`config.mk`:
```
export PLATFORM = sky130hd
export DESIGN_NAME = chop_ctrl
export DESIGN_NICKNAME = d
export VERILOG_FILES = /design/src/rtl/chop_pkg.sv /design/src/rtl/chop_phase.sv /design/src/rtl/chop_fault_hold.sv /design/src/rtl/chop_ctrl.sv
export SDC_FILE = /design/constraint.sdc
export NUM_CORES = 1
export LEC_CHECK = 0
export ABC_CLOCK_PERIOD_IN_PS = 5050
export BUFFER_PORTS_ARGS = -buffer_cell sky130_fd_sc_hd__buf_2
export CORE_ASPECT_RATIO = 0.6
export CORE_MARGIN = 4
export CORE_UTILIZATION = 45
export CTS_BUF_LIST = sky130_fd_sc_hd__clkbuf_4
export DETAILED_ROUTE_END_ITERATION = 12
export GPL_ROUTABILITY_DRIVEN = 0
export PLACE_DENSITY = 0.73
export RECOVER_POWER = 25
export SETUP_SLACK_MARGIN = 0.5
export SLEW_MARGIN = 20
export SYNTH_ARGS = -nofsm -noshare
export SYNTH_HDL_FRONTEND = slang
export SYNTH_SLANG_ARGS = --single-unit
```
`constraint.sdc`:
```
create_clock -name clk -period 5.05 [get_ports clk]
set_clock_uncertainty 0.2 [all_clocks]
set_input_delay 1.01 -clock clk [delete_from_list [all_inputs] [get_ports clk]]
set_output_delay 1.01 -clock clk [all_outputs]
set_load 0.02 [all_outputs]
```
`src/rtl/chop_pkg.sv`:
```
package chop_pkg;

    typedef enum logic [1:0] {
        PH_IDLE = 2'd0,
        PH_ON   = 2'd1,
        PH_OFF  = 2'd2
    } phase_e;

    typedef struct packed {
        logic src;
        logic sr;
    } drive_t;

    function automatic int unsigned span_bits(input int unsigned a, input int unsigned b);
        int unsigned m;
        m = (a > b) ? a : b;
        return $clog2(m + 1);
    endfunction

endpackage

```
`src/rtl/chop_phase.sv`:
```
module chop_phase
    import chop_pkg::*;
#(
    parameter int unsigned BLANK_CYC = 750,
    parameter int unsigned OFF_CYC   = 7500,
    parameter int unsigned XOVER_CYC = 106
) (
    input  logic   clk,
    input  logic   rst,
    input  logic   drive_req,
    input  logic   trip,
    output drive_t drv,
    output logic   chop
);
    localparam int unsigned W = span_bits(BLANK_CYC, OFF_CYC);
    localparam logic [W-1:0] BLANK_L = W'(BLANK_CYC);
    localparam logic [W-1:0] OFF_L   = W'(OFF_CYC - 1);
    localparam logic [W-1:0] XOVER_L = W'(XOVER_CYC);

    phase_e       ph;
    logic [W-1:0] cnt;
    logic         blank_done;

    assign blank_done = (cnt >= BLANK_L);
    assign chop       = (ph == PH_ON) && blank_done && trip && drive_req;

    always_ff @(posedge clk) begin
        if (rst) begin
            ph  <= PH_IDLE;
            cnt <= '0;
        end else if (!drive_req) begin
            ph  <= PH_IDLE;
            cnt <= '0;
        end else begin
            unique case (ph)
                PH_IDLE: begin
                    ph  <= PH_ON;
                    cnt <= '0;
                end
                PH_ON: begin
                    if (chop) begin
                        ph  <= PH_OFF;
                        cnt <= '0;
                    end else if (!blank_done) begin
                        cnt <= cnt + 1'b1;
                    end
                end
                PH_OFF: begin
                    if (cnt == OFF_L) begin
                        ph  <= PH_ON;
                        cnt <= '0;
                    end else begin
                        cnt <= cnt + 1'b1;
                    end
                end
                default: begin
                    ph  <= PH_IDLE;
                    cnt <= '0;
                end
            endcase
        end
    end

    always_comb begin
        drv.src = (ph == PH_ON);
        drv.sr  = (ph == PH_OFF) && (cnt >= XOVER_L);
    end

    AST_NO_SHOOT_THROUGH: assert property (@(posedge clk) disable iff (rst)
        !(drv.src && drv.sr));
    AST_SR_AFTER_GAP: assert property (@(posedge clk) disable iff (rst)
        $rose(drv.sr) |-> $past(!drv.src));
    AST_REQ_DROP_IDLES: assert property (@(posedge clk) disable iff (rst)
        !drive_req |=> (!drv.src && !drv.sr));
    AST_CHOP_CUTS_SRC: assert property (@(posedge clk) disable iff (rst)
        chop |=> (!drv.src && ph == PH_OFF));
    AST_BLANK_HOLDS_SRC: assert property (@(posedge clk) disable iff (rst)
        (ph == PH_ON && !blank_done && drive_req) |=> drv.src);
    AST_IDLE_STARTS: assert property (@(posedge clk) disable iff (rst)
        (ph == PH_IDLE && drive_req) |=> drv.src);

endmodule

```
`src/rtl/chop_fault_hold.sv`:
```
module chop_fault_hold #(
    parameter int unsigned HOLD_CYC = 75000
) (
    input  logic clk,
    input  logic rst,
    input  logic chop,
    output logic flag_n
);
    localparam int unsigned HW = $clog2(HOLD_CYC + 1);
    localparam logic [HW-1:0] LAST_L = HW'(HOLD_CYC - 1);

    logic [HW-1:0] hold_cnt;

    always_ff @(posedge clk) begin
        if (rst) begin
            flag_n   <= 1'b1;
            hold_cnt <= '0;
        end else if (chop) begin
            flag_n   <= 1'b0;
            hold_cnt <= '0;
        end else if (!flag_n) begin
            if (hold_cnt == LAST_L) begin
                flag_n   <= 1'b1;
                hold_cnt <= '0;
            end else begin
                hold_cnt <= hold_cnt + 1'b1;
            end
        end
    end

    AST_FLAG_ON_CHOP: assert property (@(posedge clk) disable iff (rst)
        chop |=> !flag_n);
    AST_NO_RELEASE_ON_CHOP: assert property (@(posedge clk) disable iff (rst)
        $rose(flag_n) |-> $past(!chop));

endmodule

```
`src/rtl/chop_ctrl.sv`:
```
module chop_ctrl
    import chop_pkg::*;
#(
    parameter int unsigned BLANK_CYC = 750,
    parameter int unsigned OFF_CYC   = 7500,
    parameter int unsigned XOVER_CYC = 106,
    parameter int unsigned HOLD_CYC  = 75000
) (
    input  logic clk,
    input  logic rst,
    input  logic drive_req,
    input  logic trip,
    output logic src_en,
    output logic sr_en,
    output logic ocp_n
);
    drive_t drv;
    logic   chop;

    chop_phase #(
        .BLANK_CYC (BLANK_CYC),
        .OFF_CYC   (OFF_CYC),
        .XOVER_CYC (XOVER_CYC)
    ) u_phase (
        .clk       (clk),
        .rst       (rst),
        .drive_req (drive_req),
        .trip      (trip),
        .drv       (drv),
        .chop      (chop)
    );

    chop_fault_hold #(
        .HOLD_CYC (HOLD_CYC)
    ) u_fault (
        .clk    (clk),
        .rst    (rst),
        .chop   (chop),
        .flag_n (ocp_n)
    );

    assign src_en = drv.src;
    assign sr_en  = drv.sr;

    AST_RESET_QUIET: assert property (@(posedge clk)
        rst |=> (!src_en && !sr_en && ocp_n));

endmodule

```
---- Word level (Yosys, flattened, before mapping) ----
Cells that the tools add are included.
storage, ports and cells
  bits in latches ......................... 0
  output and inout port bits .............. 3
  word-level logic and storage cells ...... 35
  bits in writable memories ............... 0
  memories kept ........................... 0
  bits of input ports ..................... 4
  bits in registers ....................... 33
  bits in read-only memories .............. 0
cells by class
  shift operators ......................... 0
  muxes and demuxes ....................... 11
  multiply operators ...................... 0
  reduce and logical (&&, ||, !) cells .... 8
  order comparisons ....................... 2
  add/subtract/negate cells ............... 2
  equal/unequal tests ..................... 7
  bitwise logic cells ..................... 1
  div/mod/pow operators ................... 0
operators by type and width
  kind                                                                                   number
  13-bit two-way mux                                                                     3
  13-bit one-hot mux with 2 select lines                                                 1
  17-bit by 1-bit adder with 17-bit output, second input constant                        1
  17-bit == test, second input constant                                                  1
  17-bit two-way mux                                                                     1
  13-bit by 1-bit adder with 13-bit output, second input constant                        1
  13-bit == test, second input constant                                                  1
  13-bit by 10-bit greater-or-equal comparator with 1-bit output, second input constant  1
  13-bit by 7-bit greater-or-equal comparator with 1-bit output, second input constant   1
  2-bit one-hot mux with 3 select lines                                                  1
  1-bit logical AND                                                                      4
  2-bit two-way mux                                                                      2
  2-bit by 1-bit != test with 1-bit output, second input constant                        2
  2-bit OR reduction                                                                     2
  1-bit two-way mux                                                                      3
  3-bit != test, second input constant                                                   1
  2-bit by 1-bit == test with 1-bit output, second input constant                        1
  2-bit == test, second input constant                                                   1
  2-bit zero test                                                                        1
  2-bit AND reduction                                                                    1
  1-bit NOT                                                                              1

---- Longest topological paths before layout ----
Gate-level depths: netlist of run 1.
  depth in word-level cells ............... 6
  mapped depth ............................ 9
  depth with buffers taken out ............ 7

---- Modules after synthesis ----
A second synthesis of run 1 with hierarchy kept.
second synthesis, totals
  cells, all modules ...................... 227
  area, all modules ....................... 1985.7 um^2
modules (own cells, without submodules)
  module           seq. area each (um^2)  instances  cells an instance  area each (um^2)
  chop_phase       300.3                  1          135                1089.8
  chop_fault_hold  360.3                  1          92                 895.9

---- Worst setup path after synthesis of run 1 ----
OpenSTA, ideal clock, no wires.
  path kind ............................... register to output
  start ................................... reg u_phase.cnt[8]
  end ..................................... out sr_en
  path buffers ............................ 0
  data arrival time ....................... 1226 ps
  required time ........................... 3840 ps
  path slack .............................. 2614 ps
  cell stages (with the launch flop) ...... 4
  path through ............................ dfxtp_1 > or4_4 > nor2_1 > a21boi_0
on the way
  word-level cells in the longest chain between the ends .. 2
RTL lines
  what                                                           line              source
  from (decl)                                                    chop_phase.sv:21  logic [W-1:0] cnt;
  from (signal assigned)                                         chop_phase.sv:45  cnt <= cnt + 1'b1;
  from (signal assigned)                                         chop_phase.sv:53  cnt <= cnt + 1'b1;
  13-bit by 7-bit greater-or-equal comparator with 1-bit output  chop_phase.sv:66  drv.sr = (ph == PH_OFF) && (cnt >= XOVER_L);
  1-bit logical AND                                              chop_phase.sv:66
  to (decl)                                                      chop_ctrl.sv:14   output logic sr_en,
No other way between the ends.

---- Worst setup path after layout of run 1 ----
Ends and elaborated chain as after synthesis.

==> qor.csv, run 1 <==
stage,metric,value,unit
finish,n_fill_cell,357,
timing,slew_violations,0,
synth,yosys_warnings,0,
synth,synth-simple-area-share,31.8,%
synth,synth-xor-area-share,8.02,%
drt,first_pass_iters,4,
synth,synth_ff_type,dfxtp_1,
power_and_ir_drop,p_seq_share,61.5,%
critical_path,reg2reg_from,u_phase.cnt[1],
critical_path,start_kind,flop,
clock_network,htree_levels,2,
drt,vias_per_cell,5.89,
synth,syn_nets,229,
power_and_ir_drop,p_leak,0.683,nW
grt,grt_pass1_vias,1412,
critical_path,ff2ff_path_depth,5,
power_and_ir_drop,peakVddDrop,0.000110,V
synth,yosysSeqAreaShare,35.6,%
synth,avgSynthCellArea,8.51,sq um
synth,synth_top_family_by_area,simple AND/OR/NAND/NOR gates,
hold_path,hold_class,flop to flop,
critical_path,path_delay_family,simple AND/OR/NAND/NOR gates,
synth,syn_inst,218,
clock_network,cts_hold_repair.buffers,0,
clock_network,clockBufferDepth,2,
drt,totalWireLength,4120,microns
critical_path,slowest_stage,or4_4,
floorplanning,rows,17,
drt,drt_iter0_markers,112,
timing,finalCritPeriodShare,57.2,%
clock_network,clk_latency,340,ps
critical_path,rr_endpoint,u_phase.cnt[4],
grt,grt_pass1_wl,6910,microns
grt,grt_max_degree,25,
synth,synth_fa_ha_area_share,4.72,%
critical_path,cp_num_buf_inv,1,
floorplanning,initial_core_util,48.7,%
floorplanning,fp.coreArea,3810,sq um
timing,worst_pin_slew,804,ps
finish,nets,237,
synth,synth-compound-area-share,17.3,%
timing,grt_setup_unrepaired,false,
synth,syn-cell-area,1860,sq um
critical_path,cp-startpoint,u_phase.cnt[8],
grt,grtUsageTotal,16.3,%
timing,max_freq,346,MHz
timing,finalSetupTns,0,ps
clock_network,cts_root_buf,clkbuf_4,
critical_path,cp_max_fo,6,
timing,setup_viol,0,
power_and_ir_drop,p_sw,0.110,mW
finish,syn_to_final_growth,6.47,%
floorplanning,die_x,90.9,microns
power_and_ir_drop,power_frac_comb,4.6,%
critical_path,crit_path_end,sr_en,
grt,grt-ovfl-total,0,
finish,layout-drive-gt1-share,10.1,%
power_and_ir_drop,power.density,223,nW/um^2
finish,final_core_util,51.9,%
critical_path,cp-end-kind,primary output,
floorplanning,ios,7,
synth,synth_cell_types,51,
clock_network,cts_buffers,5,
flow_run,maxCapViolCount,0,
drt,vias,1613,
clock_network,cts_tree,built,
clock_network,numClockSinks,33,
clock_network,post-cts-setup-buffers,0,
clock_network,cts_resized,0,
critical_path,cp.required,3840,ps
power_and_ir_drop,cell_internal_pwr,0.331,mW
timing,min_period,2890,ps
grt,antenna_found_initial,0,
drt,final_antenna_net_count,0,
synth,synth_mux_area_share,0.539,%
place,port_buffers,6,
critical_path,cp_slowest_stage_delay,600,ps
critical_path,cp.depth,4,
timing,hold_viol_final,0,
synth,ys_ff_latch,33,
drt,avgRoutedWirePerCell,15.0,microns
power_and_ir_drop,clkPwrFrac,34.0,%
finish,diodes,0,
drt,drc_errors,0,
floorplanning,dieArea,5250,sq um
critical_path,cp_data_arrival_time,1680,ps
critical_path,r2r_slack,2480,ps
clock_network,clk_pin_slew_worst_paths,110,ps
synth,synth-edff-count,0,
critical_path,crit_chain,or4_4 > nor2_1 > a21boi_0 > buf_2,
critical_path,critPathKind,flop to primary output,
synth,async_flop_share,0,%
run_status,status,"finished, final reports clean",
power_and_ir_drop,sw_frac_of_total,24.9,%
floorplanning,die_h,57.7,microns
place,hpwlAfterDp,3000,microns
timing,slew_headroom,46.4,%
-- cells by family (layout without fill, tap and decap cells) --
logic type,Yosys count,in the layout
adder cells (fa/ha/maj),7,7
flip-flops,33,33
AO/OA/AOI/OAI,42,42
multiplexers,1,1
AND/OR/NAND/NOR,109,109
XOR/XNOR,17,17
buffers and inverters,9,18
-- routing by layer --
metal | vias up | part of all wire, % | GRT usage, % | wire length [microns]
li1 | 812 | - | - | -
met4 | 0 | 0.66 | 4.51 | 27
met5 | - | 0 | 0 | 0
met3 | 4 | 6.5 | 5.19 | 269
met1 | 744 | 54 | 24.8 | 2210
met2 | 53 | 39 | 21.6 | 1610
-- worst min-delay path, stage by stage, from the launching register on --
cell and delay [ps]:
dfxtp_1 340, nand2_1 70, a21oi_1 50
-- stage by stage --
step                area [sq um]  total power, mW  hold slack [ps]  worst slack (ps)  instances
CTS                         1980            0.442              300              2160        274
floorplan                   1860            0.290              258              2610        218
finish                      1980            0.441              298              2160        274
global placement            1920            0.296              277              2490        266
detailed placement          1920            0.296              284              2420        266
global route                1980            0.461              322              2080        274
-- power groups by stage --
stage          sequential, mW  clock [mW]  combinational (mW)
6_report                0.271       0.150              0.0201
5_1_grt                 0.272       0.166              0.0226
4_1_cts                 0.271       0.151              0.0202
3_5_place_dp            0.276           0              0.0200
3_3_place_gp            0.276           0              0.0194
2_1_floorplan           0.275           0              0.0150
-- synth_stat cells (3+ instances only) --
cell        n  area (sq um)
and3_1      8          50.1
o2111ai_1   3          26.3
nor2_1     25          93.8
or4_1       5          37.5
nand2_1    22          82.6
nand4_1     5          31.3
a31oi_1     3          18.8
xnor2_1     9          78.8
inv_1       4          15.0
dfxtp_1    33           661
a21oi_1    12          60.1
ha_1        7          87.6
or3_1       5          31.3
and2_1      3          18.8
xor2_1      8          70.1
o211ai_1    3          22.5
nand3_1    11          55.1
o21ai_0     6          30.0
nor3_1      3          15.0
-- how the worst min path moves through the flow --
| stage | startpoint | end | slack [ps] | cells past startpoint |
|---|---|---|---|---|
| final | u_fault.hold_cnt[1] | u_fault.hold_cnt[1] | 300 | 2 |
| after global routing | u_fault.hold_cnt[1] | u_fault.hold_cnt[1] | 320 | 2 |
| after CTS | u_fault.hold_cnt[1] | u_fault.hold_cnt[1] | 300 | 2 |
| after detailed placement | u_fault.hold_cnt[1] | u_fault.hold_cnt[1] | 280 | 2 |
| after global placement | u_fault.hold_cnt[1] | u_fault.hold_cnt[1] | 280 | 2 |
| after floorplan | u_fault.hold_cnt[1] | u_fault.hold_cnt[1] | 260 | 2 |
-- sequential cells by signal (all words and copies together), names as in the netlist --
name and count:
u_fault.hold_cnt 17, u_phase.ph 2, u_phase.cnt 13, u_fault.flag_n 1
-- placed cells by master, fill, tap and decap left out, types with 4 or more instances in the layout --
master    netlist  routed
xnor2_1         9       9
nand4_1         5       5
o21ai_0         6       6
clkbuf_4        0       6
nor2_1         25      25
dfxtp_1        33      33
or3_1           5       5
a21oi_1        12      12
xor2_1          8       8
buf_2           2       6
and3_1          8       8
inv_1           4       4
nand2_1        22      23
or4_1           5       5
nand3_1        11      11
ha_1            7       7
-- layout make-up --
cell class                 count  area (sq um)  area share, %
multi-input combinational    176          1160           58.5
sequential                    33           661           33.4
tap                           47          58.8           2.98
clock buffer                   6          45.0           2.28
timing repair buffer           6          30.0           1.52
inverter                       4          15.0          0.760
clock inverter                 2          10.0          0.507
Note: power is estimated with default switching activity, not from simulation.
==> inputs of run 2 (changes only) <==
--- a/config.mk
+++ b/config.mk
@@ -5,7 +5,7 @@
 export SDC_FILE = /design/constraint.sdc
 export NUM_CORES = 1
 export LEC_CHECK = 0
-export ABC_CLOCK_PERIOD_IN_PS = 5050
+export ABC_CLOCK_PERIOD_IN_PS = 2500
 export BUFFER_PORTS_ARGS = -buffer_cell sky130_fd_sc_hd__buf_2
 export CORE_ASPECT_RATIO = 0.6
 export CORE_MARGIN = 4
@@ -13,7 +13,7 @@
 export CTS_BUF_LIST = sky130_fd_sc_hd__clkbuf_4
 export DETAILED_ROUTE_END_ITERATION = 12
 export GPL_ROUTABILITY_DRIVEN = 0
-export PLACE_DENSITY = 0.73
+export PLACE_DENSITY = 0.75
 export RECOVER_POWER = 25
 export SETUP_SLACK_MARGIN = 0.5
 export SLEW_MARGIN = 20
==> constraint.sdc (replaced) <==
create_clock -name clk -period 2.5 [get_ports clk]
set_clock_uncertainty 0.2 [all_clocks]
set_input_delay 0.5 -clock clk [delete_from_list [all_inputs] [get_ports clk]]
set_output_delay 0.5 -clock clk [all_outputs]
set_load 0.02 [all_outputs]
==> run 2 against run 1 <==
Net effect: core utilization up 14 points; die area unchanged; total power up 120%; critical path depth up 1; global-route usage up 3.2 points; sequential share of layout area down 6.2 points; sequential power up 100%; setup slack worse by 2000 ps.
==> qor.csv, run 2 (synthesis gave the netlist of run 1 again) <==
stage,metric,value,unit,change
run_status,status,"finished, final reports clean",,
hold_path,hold_class,input port to flop,,
finish,final_core_util,66.2,%,+14 points
floorplanning,die_h,57.7,microns,unchanged
grt,grt_pass1_vias,1667,,+18%
critical_path,r2r_slack,170,ps,-2310 ps
critical_path,rr_endpoint,u_fault.hold_cnt[12],,
critical_path,cp_data_arrival_time,2360,ps,+680 ps
power_and_ir_drop,clkPwrFrac,35.2,%,+1.2 points
place,hpwlAfterDp,3180,microns,+5.8%
hold_path,holdPathStages,3,,+1
critical_path,start_kind,flop,,
drt,drc_errors,0,,unchanged
clock_network,cts_tree,built,,
timing,finalCritPeriodShare,93.2,%,
grt,grtUsageTotal,19.5,%,+3.2 points
clock_network,cts_hold_repair.buffers,0,,unchanged
power_and_ir_drop,p_leak,0.934,nW,+37%
place,dp_cells,276,,+3.8%
drt,avgRoutedWirePerCell,18.0,microns,+20%
finish,layout-drive-gt1-share,40.0,%,+30 points
drt,vias_per_cell,6.21,,+5.4%
clock_network,clk_pin_slew_worst_paths,100,ps,about the same
power_and_ir_drop,sw_frac_of_total,25.2,%,+0.32 points
clock_network,numClockSinks,33,,unchanged
critical_path,cp_max_fo,8,,+2
finish,largest_reg_flops,17,,unchanged
timing,max_freq,429,MHz,
floorplanning,ios,7,,unchanged
critical_path,critPathKind,flop to flop,,
finish,fin_cells,312,,+14%
drt,totalWireLength,5610,microns,+36%
clock_network,htree_levels,2,,unchanged
drt,final_antenna_net_count,0,,unchanged
floorplanning,rows,17,,unchanged
timing,min_period,2330,ps,
clock_network,cts_root_buf,clkbuf_4,,
grt,grt_max_degree,16,,-36%
grt,antenna_found_initial,0,,unchanged
critical_path,ff2ff_path_depth,5,,unchanged
grt,grt_pass1_wl,8170,microns,+18%
power_and_ir_drop,p_sw,0.240,mW,+120%
finish,syn_to_final_growth,35.7,%,
timing,grt_setup_unrepaired,true,,
power_and_ir_drop,power_frac_comb,7.6,%,+3.0 points
floorplanning,fp.coreArea,3810,sq um,unchanged
floorplanning,die_x,90.9,microns,unchanged
finish,diodes,0,,unchanged
drt,drt_iter0_markers,149,,+33%
timing,slew_headroom,66.4,%,+20 points
power_and_ir_drop,power.density,378,nW/um^2,+69%
finish,mostFrequentLayoutCells,"24 x buf_4, 22 x nand2_1, 18 x nor2_1, 18 x dfxtp_1, 13 x buf_6",,
hold_path,hp-start,rst,,
critical_path,cp-end-kind,flop,,
timing,hold_viol_final,0,,unchanged
timing,setup_viol,0,,unchanged
finish,nets,275,,+16%
drt,vias,1936,,+20%
place,port_buffers,6,,unchanged
critical_path,cp.required,2530,ps,-1310 ps
power_and_ir_drop,finalPower,0.953,mW,+120%
clock_network,clk_latency,350,ps,about the same
clock_network,clockBufferDepth,2,,unchanged
timing,worst_pin_slew,503,ps,-301 ps
critical_path,reg2reg_from,u_fault.hold_cnt[9],,
drt,first_pass_iters,7,,+3
timing,slew_violations,0,,unchanged
floorplanning,initial_core_util,48.7,%,unchanged
flow_run,maxCapViolCount,0,,unchanged
power_and_ir_drop,peakVddDrop,0.000304,V,+180%
hold_path,worstHoldEndpoint,u_fault.flag_n,,
power_and_ir_drop,cell_internal_pwr,0.713,mW,+120%
finish,largest_register,u_fault.hold_cnt,,
clock_network,cts_buffers,5,,unchanged
floorplanning,dieArea,5250,sq um,unchanged
timing,finalSetupTns,0,ps,unchanged
finish,largestRegisters,"u_fault.hold_cnt: 17 flops, u_phase.cnt: 13 flops, u_phase.ph: 2 flops",,
finish,final_common_cell,buf_4,,
grt,grt-ovfl-total,0,,unchanged
power_and_ir_drop,p_seq_share,57.2,%,-4.3 points
==> run 2: repair_timing <==
item                       4_1_cts  5_1_grt
cloned                           0        0
gates resized for setup         39       40
setup buffers                   13       15
pin swaps                       18       23
setup endpoints to repair       32       35
hold endpoints to repair         0        0
==> run 2: final cells by class <==
type                       instances  area, sq um
clock buffer                       8         60.1
inverter                           4         15.0
timing repair buffer              44          359
fill                             270         1290
multi-input combinational        176         1340
sequential                        33          687
tap                               47         58.8
==> run 2: worst max-delay path: stages, from the launching register on <==
cell and delay [ps]:
dfxtp_2 340, or4_1 480, or4_1 750, a21o_1 290, nand3_2 90, o41ai_2 60
==> run 2: per-stage QoR <==
step | cell area (sq um) | setup slack (ps) | hold slack, ps
detailed placement | 2010 | 240 | 277
finish | 2520 | 171 | 264
CTS | 2320 | 233 | 227
floorplan | 1880 | 455 | 258
global route | 2520 | 124 | 265
global placement | 2010 | 279 | 275
==> run 2: how the worst max path moves through the flow <==
| stage | startpoint | endpoint | slack [ps] |
|---|---|---|---|
| floorplan | u_fault.hold_cnt[14] | u_fault.hold_cnt[11] | 450 |
| CTS | u_phase.cnt[10] | sr_en | 230 |
| finish | u_fault.hold_cnt[9] | u_fault.hold_cnt[12] | 170 |
| global route | u_fault.hold_cnt[9] | u_fault.hold_cnt[12] | 120 |
| detailed placement | u_fault.hold_cnt[14] | u_fault.hold_cnt[11] | 240 |
| global placement | u_fault.hold_cnt[14] | u_fault.hold_cnt[11] | 280 |
==> run 2: metal layers <==
layer / vias up / share of wire (%) / track usage (%)
li1: 897 / - / -
met1: 906 / 46 / 27.1
met2: 105 / 42 / 29.0
met3: 28 / 7.5 / 5.58
met4: 0 / 3.9 / 7.08
met5: - / 0 / 0
==> run 2: power groups by stage <==
stage | Clock, mW | Combinational, mW | Sequential (mW)
6_report | 0.336 | 0.0724 | 0.545
5_1_grt | 0.359 | 0.0794 | 0.545
4_1_cts | 0.334 | 0.0590 | 0.543
3_5_place_dp | 0 | 0.0449 | 0.557
3_3_place_gp | 0 | 0.0439 | 0.557
2_1_floorplan | 0 | 0.0309 | 0.555
